$ cat config.mk
export PLATFORM = sky130hd
export DESIGN_NAME = alu4_core
export DESIGN_NICKNAME = d
export VERILOG_FILES = /design/src/rtl/alu4_pkg.sv /design/src/rtl/alu4_addsub.sv /design/src/rtl/alu4_bitwise.sv /design/src/rtl/alu4_flags.sv /design/src/rtl/alu4_core.sv
export SDC_FILE = /design/constraint.sdc
export NUM_CORES = 1
export LEC_CHECK = 0
export BUFFER_PORTS_ARGS = -buffer_cell sky130_fd_sc_hd__buf_2
export CORE_MARGIN = 4
export CORE_UTILIZATION = 60
export DETAILED_ROUTE_END_ITERATION = 6
export GPL_ROUTABILITY_DRIVEN = 0
export PLACE_DENSITY = 0.88
export SLEW_MARGIN = 25
export SYNTH_ARGS = -nofsm -noshare
export SYNTH_HDL_FRONTEND = slang
export SYNTH_SLANG_ARGS = --single-unit
$ cat constraint.sdc
create_clock -name vclk -period 12.7
set_input_delay 2.54 -clock vclk [all_inputs]
set_output_delay 2.54 -clock vclk [all_outputs]
set_load 0.05 [all_outputs]
$ cat src/rtl/alu4_pkg.sv
package alu4_pkg;

   typedef enum logic [1:0] {
      FN_ADD = 2'd0,
      FN_SUB = 2'd1,
      FN_AND = 2'd2,
      FN_XOR = 2'd3
   } alu_fn_e;

   localparam int unsigned FN_BITS = 2;

endpackage

$ cat src/rtl/alu4_addsub.sv
// Adds or subtracts (B - A). The carry output is already converted to a
// borrow when subtracting. The variant is picked by RIPPLE.
module alu4_addsub #(
   parameter int unsigned WIDTH  = 32,
   parameter bit          RIPPLE = 1'b0
) (
   input  logic [WIDTH-1:0] a_in,
   input  logic [WIDTH-1:0] b_in,
   input  logic             do_sub,
   output logic [WIDTH-1:0] sum_out,
   output logic             carry_out,
   output logic             ovf_out
);
   localparam int unsigned MSB = WIDTH - 1;

   logic [WIDTH-1:0] a_eff;
   logic             raw_cout;

   // Subtracting is done as B + ~A + 1.
   assign a_eff = do_sub ? ~a_in : a_in;

   generate
      if (RIPPLE) begin : g_ripple
         logic [WIDTH:0] chain;
         assign chain[0] = do_sub;
         for (genvar i = 0; i < WIDTH; i++) begin : g_bit
            assign sum_out[i]  = a_eff[i] ^ b_in[i] ^ chain[i];
            assign chain[i+1]  = (a_eff[i] & b_in[i]) |
                                 (chain[i] & (a_eff[i] ^ b_in[i]));
         end
         assign raw_cout = chain[WIDTH];
      end else begin : g_infer
         logic [WIDTH:0] wide_sum;
         assign wide_sum = {1'b0, b_in} + {1'b0, a_eff} + {{WIDTH{1'b0}}, do_sub};
         assign sum_out  = wide_sum[WIDTH-1:0];
         assign raw_cout = wide_sum[WIDTH];
      end
   endgenerate

   // A carry out of B + ~A + 1 means there was no borrow.
   assign carry_out = do_sub ? ~raw_cout : raw_cout;
   // Overflow: the two addends share a sign and the sum leaves that sign.
   assign ovf_out   = (b_in[MSB] == a_eff[MSB]) && (sum_out[MSB] != b_in[MSB]);

endmodule

$ cat src/rtl/alu4_bitwise.sv
module alu4_bitwise #(
   parameter int unsigned WIDTH = 32
) (
   input  logic [WIDTH-1:0] a_in,
   input  logic [WIDTH-1:0] b_in,
   input  logic             pick_xor,
   output logic [WIDTH-1:0] logic_out
);
   generate
      for (genvar i = 0; i < WIDTH; i++) begin : g_bit
         assign logic_out[i] = pick_xor ? (a_in[i] ^ b_in[i]) : (a_in[i] & b_in[i]);
      end
   endgenerate
endmodule

$ cat src/rtl/alu4_flags.sv
module alu4_flags #(
   parameter int unsigned WIDTH = 32
) (
   input  alu4_pkg::alu_fn_e fn,
   input  logic [WIDTH-1:0]  res_in,
   input  logic              arith_carry,
   input  logic              arith_ovf,
   output logic              zero_out,
   output logic              carry_out,
   output logic              ovf_out
);
   import alu4_pkg::*;

   logic is_arith;

   assign is_arith  = (fn == FN_ADD) || (fn == FN_SUB);
   assign zero_out  = ~|res_in;
   assign carry_out = is_arith & arith_carry;
   assign ovf_out   = is_arith & arith_ovf;
endmodule

$ cat src/rtl/alu4_core.sv
module alu4_core #(
   parameter int unsigned WIDTH         = 32,
   parameter bit          RIPPLE_ADDER  = 1'b0
) (
   input  logic [WIDTH-1:0] opnd_a,
   input  logic [WIDTH-1:0] opnd_b,
   input  logic [1:0]       func_sel,
   output logic [WIDTH-1:0] result,
   output logic             flag_ovf,
   output logic             flag_zero,
   output logic             flag_carry
);
   import alu4_pkg::*;

   generate
      if (WIDTH < 2) begin : g_bad_width
         $error("alu4_core: WIDTH must be at least 2");
      end
   endgenerate

   alu_fn_e          fn;
   logic [WIDTH-1:0] arith_res;
   logic [WIDTH-1:0] logic_res;
   logic             arith_c;
   logic             arith_v;

   assign fn = alu_fn_e'(func_sel);

   alu4_addsub #(.WIDTH(WIDTH), .RIPPLE(RIPPLE_ADDER)) u_addsub (
      .a_in      (opnd_a),
      .b_in      (opnd_b),
      .do_sub    (fn == FN_SUB),
      .sum_out   (arith_res),
      .carry_out (arith_c),
      .ovf_out   (arith_v)
   );

   alu4_bitwise #(.WIDTH(WIDTH)) u_bitwise (
      .a_in      (opnd_a),
      .b_in      (opnd_b),
      .pick_xor  (fn == FN_XOR),
      .logic_out (logic_res)
   );

   // The function code's upper bit splits arithmetic from logic.
   assign result = func_sel[1] ? logic_res : arith_res;

   alu4_flags #(.WIDTH(WIDTH)) u_flags (
      .fn          (fn),
      .res_in      (result),
      .arith_carry (arith_c),
      .arith_ovf   (arith_v),
      .zero_out    (flag_zero),
      .carry_out   (flag_carry),
      .ovf_out     (flag_ovf)
   );

endmodule

# Word level (Yosys, flattened, before mapping)
# Index checks and enable logic that the tools add are counted.
[word_totals]
latchBits = 0
mem_bits_rw = 0
rom_bits = 0
reg_bits = 0
memories = 0
[classes]
mul = 0
div_mod_pow = 0
n_mux = 35
reduce_logical = 5
shifts = 0
bitwise = 68
n_lt_le_gt_ge = 0
n_eq_ne = 4
n_addsub = 2
[ops]
columns = ["operator", "n"]
rows = [
  ["32-bit two-way mux", 2],
  ["1-bit AND", 34],
  ["32-bit by 32-bit adder with 33-bit output", 1],
  ["33-bit by 1-bit adder with 33-bit output", 1],
  ["1-bit two-way mux", 33],
  ["32-bit NOT", 1],
  ["32-bit OR reduction", 1],
  ["1-bit bitwise XOR", 32],
  ["2-bit by 1-bit == test with 1-bit output (second input constant)", 1],
  ["2-bit == test (second input constant)", 1],
  ["2-bit zero test", 1],
  ["1-bit == test", 1],
  ["1-bit logical AND", 1],
  ["1-bit zero test", 1],
  ["1-bit logical OR", 1],
  ["1-bit != test", 1],
  ["1-bit NOT", 1],
]

# Depth between registers and ports, before layout
[depth]
word_depth = 7
depth_mapped = 20
ltp_nobuf = 15

# Cells and area by module
# Synthesis repeated with hierarchy kept, for this count alone.
[unflattened]
cells_unflattened = 420
hier_area_um2 = 3727.3
[modules_own_cells]
columns = ["mod", "area_per_inst_um2", "seq_area_each_um2", "n_inst", "cells_per_inst"]
rows = [
  ["alu4_addsub", 2153.3, 0.0, 1, 301],
  ["alu4_bitwise", 944.7, 0.0, 1, 68],
  ["alu4_core", 544.3, 0.0, 1, 38],
  ["alu4_flags", 85.1, 0.0, 1, 13],
]

# Worst setup path after synthesis
# No wires, ideal clock.
[synth_path]
kind = "input -> output"
start = "in func_sel[0]"
end = "out flag_zero"
cell_stages = 20
t_required_ps = 10160
arrival_ps = 8867
setup_slack_ps = 1293
path_cell_list = "buf_2 -> buf_1 -> buf_6 -> clkbuf_1 -> buf_1 -> nand2_1 -> buf_1 -> xnor2_1 -> ha_1 -> clkbuf_1 -> a21o_1 -> a21o_1 -> o21ai_1 -> a21o_1 -> a2111o_1 -> o311ai_0 -> or4b_1 -> nor4b_2 -> nand4b_1 -> nor4_2"
[synth_between]
elab_chain_cells = 7
word_cells_on_any_way = 40
cone_classes = "add/sub: 2; eq/ne: 2; mux: 34; reduce/logical: 2"
[synth_lines]
columns = ["element", "line", "source"]
rows = [
  ["from (decl)", "alu4_core.sv:7", "input logic [1:0] func_sel,"],
  ["2-bit by 1-bit == test with 1-bit output", "alu4_core.sv:32", ".do_sub (fn == FN_SUB),"],
  ["32-bit two-way mux", "alu4_addsub.sv:20", "assign a_eff = do_sub ? ~a_in : a_in;"],
  ["32-bit by 32-bit adder with 33-bit output", "alu4_addsub.sv:34", "assign wide_sum = {1'b0, b_in} + {1'b0, a_eff} + {{WIDTH{1'b0}}, do_sub};"],
  ["33-bit by 1-bit adder with 33-bit output", "alu4_addsub.sv:34", ""],
  ["32-bit two-way mux (*)", "alu4_core.sv:46", "assign result = func_sel[1] ? logic_res : arith_res;"],
  ["named net result[18]", "alu4_core.sv:8", "output logic [WIDTH-1:0] result,"],
  ["32-bit OR reduction (*)", "alu4_flags.sv:17", "assign zero_out = ~|res_in;"],
  ["1-bit zero test (*)", "alu4_flags.sv:17", ""],
  ["to (decl)", "alu4_core.sv:10", "output logic flag_zero,"],
]
# Mark *: on every way through the listed nets, which the timed path passes. The rest lies on a longest branch.

# Worst setup path after layout
[layout_path]
start = "in func_sel[1]"
end = "out flag_zero"
[layout_between]
elab_chain_cells = 7
word_cells_on_any_way = 40
cone_classes = "add/sub: 2; eq/ne: 2; mux: 34; reduce/logical: 2"
[layout_lines]
columns = ["element", "line"]
rows = [
  ["2-bit by 1-bit == test with 1-bit output", "alu4_core.sv:32"],
  ["32-bit two-way mux", "alu4_addsub.sv:20"],
  ["32-bit by 32-bit adder with 33-bit output", "alu4_addsub.sv:34"],
  ["33-bit by 1-bit adder with 33-bit output", "alu4_addsub.sv:34"],
  ["32-bit two-way mux (*)", "alu4_core.sv:46"],
  ["32-bit OR reduction (*)", "alu4_flags.sv:17"],
  ["1-bit zero test (*)", "alu4_flags.sv:17"],
]
# Mark *: on every way between the ends. The rest lies on a longest branch, timed or not.

==> parameters.txt <==
Parameter                              Value

Status
  Outcome ... finished clean

GRT
  Largest net degree at the start of global routing ... 60
  Wire length of the first global-routing pass ... 16.3 mm
  Total global routing overflow ... 0
  Number of antenna violations at the first check in global routing ... 0
  Via count of the first global-routing pass ... 3828
  Global routing usage summed across all routing layers ... 26.3%

STA
  Hold violation total from the final report ... 0
  Slew at the pin closest to its max-slew limit ... 0.941 ns
  Worst slew slack as a fraction of its limit ... 37.0%
  Total negative setup slack ... 0 ns
  Timing-limited maximum frequency ... 97.3 MHz
  Pins Over Slew Limit ... 0
  Count of final setup violators ... 0
  Worst hold slack across all endpoints ... 5.56 ns
  Final worst path period need ... 10.27 ns
  Share of the cycle needed by the critical path after routing ... 80.9%
  Unrepaired setup endpoints after global routing ... false

Synthesis
  Biggest area consumer among synthesized cells ... sky130_fd_sc_hd__ha_1
  Number of distinct library cell variants in the gate-level netlist after synthesis ... 67
  Yosys Warn Count ... 0
  Share of the synthesized area in the top cell type ... 24.2%
  Net Count, Synth ... 590
  Synthesized area per cell ... 7.47 µm²
  Post-synthesis sequential area ratio ... 0%
  Ranking of synthesized cells by area ... sky130_fd_sc_hd__ha_1, sky130_fd_sc_hd__xnor2_1, sky130_fd_sc_hd__a21oi_1, sky130_fd_sc_hd__mux2i_1, sky130_fd_sc_hd__nand2_1
  Cell count after synthesis ... 457
  Mapped cell area ... 3410 µm²

Final layout
  Share of post-route cells with drive strength above 1 ... 22.1%
  Total Nets Final ... 673
  Fill count ... 470
  FF+latch count ... 0
  Synthesis-to-layout area growth ... 13.7%
  Number of inserted diodes ... 0
  Number of clock buffers in the layout ... 0
  Sequential cell area ... 0 µm²
  Area of combinational cells with multiple inputs ... 3230 µm²
  Post-route cell area ... 3880 µm²
  Final core utilization ... 70.5%

Worst setup path
  Worst path max stage delay ... 0.73 ns
  Critical path startpoint category ... input port
  Cell type of the slowest stage on the worst timing path ... sky130_fd_sc_hd__nand2_2
  Critical path, cell by cell ... buf_2, inv_1, nand2_2, xnor2_1, ha_1, a21o_1, a31o_1, o21a_1, a311o_2, o21a_1, a221oi_1, xnor2_1, a21oi_1, or4bb_1, nor4_2, buf_2
  Buffer and inverter count on the worst path ... 3
  CP Max Fanout ... 31
  Crit path kind ... in2out
  Worst Setup End Kind ... primary output
  Data arrival, critical path ... 7.73 ns
  Data required, critical path ... 10.16 ns
  Kind of cell adding the most delay to the critical path ... compound AO/OA/AOI/OAI gates

Route
  Count of TritonRoute iterations in the first routing pass ... 5
  Antenna violation net count after detailed routing ... 0
  DRC viols ... 0
  DRC marker count from the first detailed-route iteration ... 189
  Vias per std cell ... 6.33
  Wire length per cell after detailed routing ... 15.8 µm
  Vias ... 3862
  Total routed wirelength ... 9.65 mm

Power and ir drop
  Power density over the cells ... 82.2 nW/µm²
  Total power of the final layout ... 319 µW
  Pleak ... 1.86 nW
  Worst IR Drop VDD ... 0.0000585 V

Placed design
  Buffers on Ports ... 101
  Hpwl dp ... 7.97 mm
  Post-place instance area ... 3880 µm²

Flow run
  Max capacitance violation total ... 0

Floorplanning
  Area of the die ... 6960 µm²
  Die extent in x ... 83.4 µm
  Effective utilization at floorplan ... 62.0%
  Area inside the core boundary ... 5510 µm²
  Vertical die dimension ... 83.4 µm
  Number of top-level pins ... 101
  Row cnt ... 27

Clock tree
  Post-CTS setup buffer count ... 0
  Number of resized instances in the post-cts repair step ... 0
  Hold-fix buffers at CTS ... 0

Min path
  Classification of the worst-slack hold path ... in2out
## per-layer routing
| layer | global-route usage, % | vias up | part of all wire [%] |
|---|---|---|---|
| li1 | - | 1876 | - |
| met1 | 32.9 | 1763 | 42 |
| met2 | 47.0 | 186 | 48 |
| met3 | 3.08 | 37 | 7.3 |
| met4 | 7.60 | 0 | 2.9 |
| met5 | 0 | - | 0 |
## area by class of cell
type / count / area share, %
Multi-Input combinational cell: 423 / 83.1
Timing Repair Buffer: 103 / 13.4
Inverter: 12 / 1.16
Tap cell: 72 / 2.32
## worst min-delay path: stages
cell and delay [ns]:
sky130_fd_sc_hd__buf_2 0.11, sky130_fd_sc_hd__xnor2_1 0.12, sky130_fd_sc_hd__nor3_1 0.04, sky130_fd_sc_hd__buf_2 0.20
## logic make-up (layout without fill, tap and decap cells)
| kind of cell | count (synthesis) | count (layout) | share of synthesized area [%] |
|---|---|---|---|
| compound gates | 142 | 142 | 27.6 |
| xor+xnor | 55 | 55 | 14.1 |
| fa+ha+maj | 67 | 67 | 24.8 |
| buf+inv | 34 | 115 | 5.57 |
| mux | 22 | 22 | 6.71 |
| simple gates | 137 | 137 | 21.2 |
## report_power, final
part	switching, mW	internal, mW
clock	0	0
sequential	0	0
combinational	0.211	0.108
total	0.211	0.108
## Yosys cell counts, drive strengths merged, types with 3 or more instances
library cell / n
mux2: 7
and2: 3
o211ai: 12
o31ai: 4
nand3: 8
a21boi: 3
a2111o: 3
a211oi: 4
o21a: 8
xnor2: 44
nand2b: 10
buf: 16
clkbuf: 6
and3: 3
inv: 12
a21oi: 34
o21ai: 32
nor2b: 5
o21bai: 4
xor2: 11
nor3: 14
mux2i: 15
a21o: 12
nand2: 40
ha: 66
nor2: 25
a31oi: 6
nand4: 8
## cell usage in the layout (no fill, tap or decap), drive strengths merged, types with 5 or more instances in the layout
cell,count
a21o,12
a21oi,34
a31oi,6
buf,103
ha,66
inv,12
mux2,7
mux2i,15
nand2,40
nand2b,10
nand3,8
nand4,8
nor2,25
nor2b,5
nor3,14
o211ai,12
o21a,8
o21ai,32
xnor2,44
xor2,11
## stage by stage
step                setup slack [ns]  cells
CTS                             2.45    610
detailed placement              2.45    610
finish                          2.43    610
floorplan                       1.29    457
global route                    2.04    610
global placement                2.61    610
## final timing paths
kind	from	cells past startpoint	end	slack [ns]
max	func_sel[1]	16	flag_zero	2.43
min	opnd_b[31]	4	flag_ovf	5.56
No activity file was read; power rests on OpenSTA's default activity.
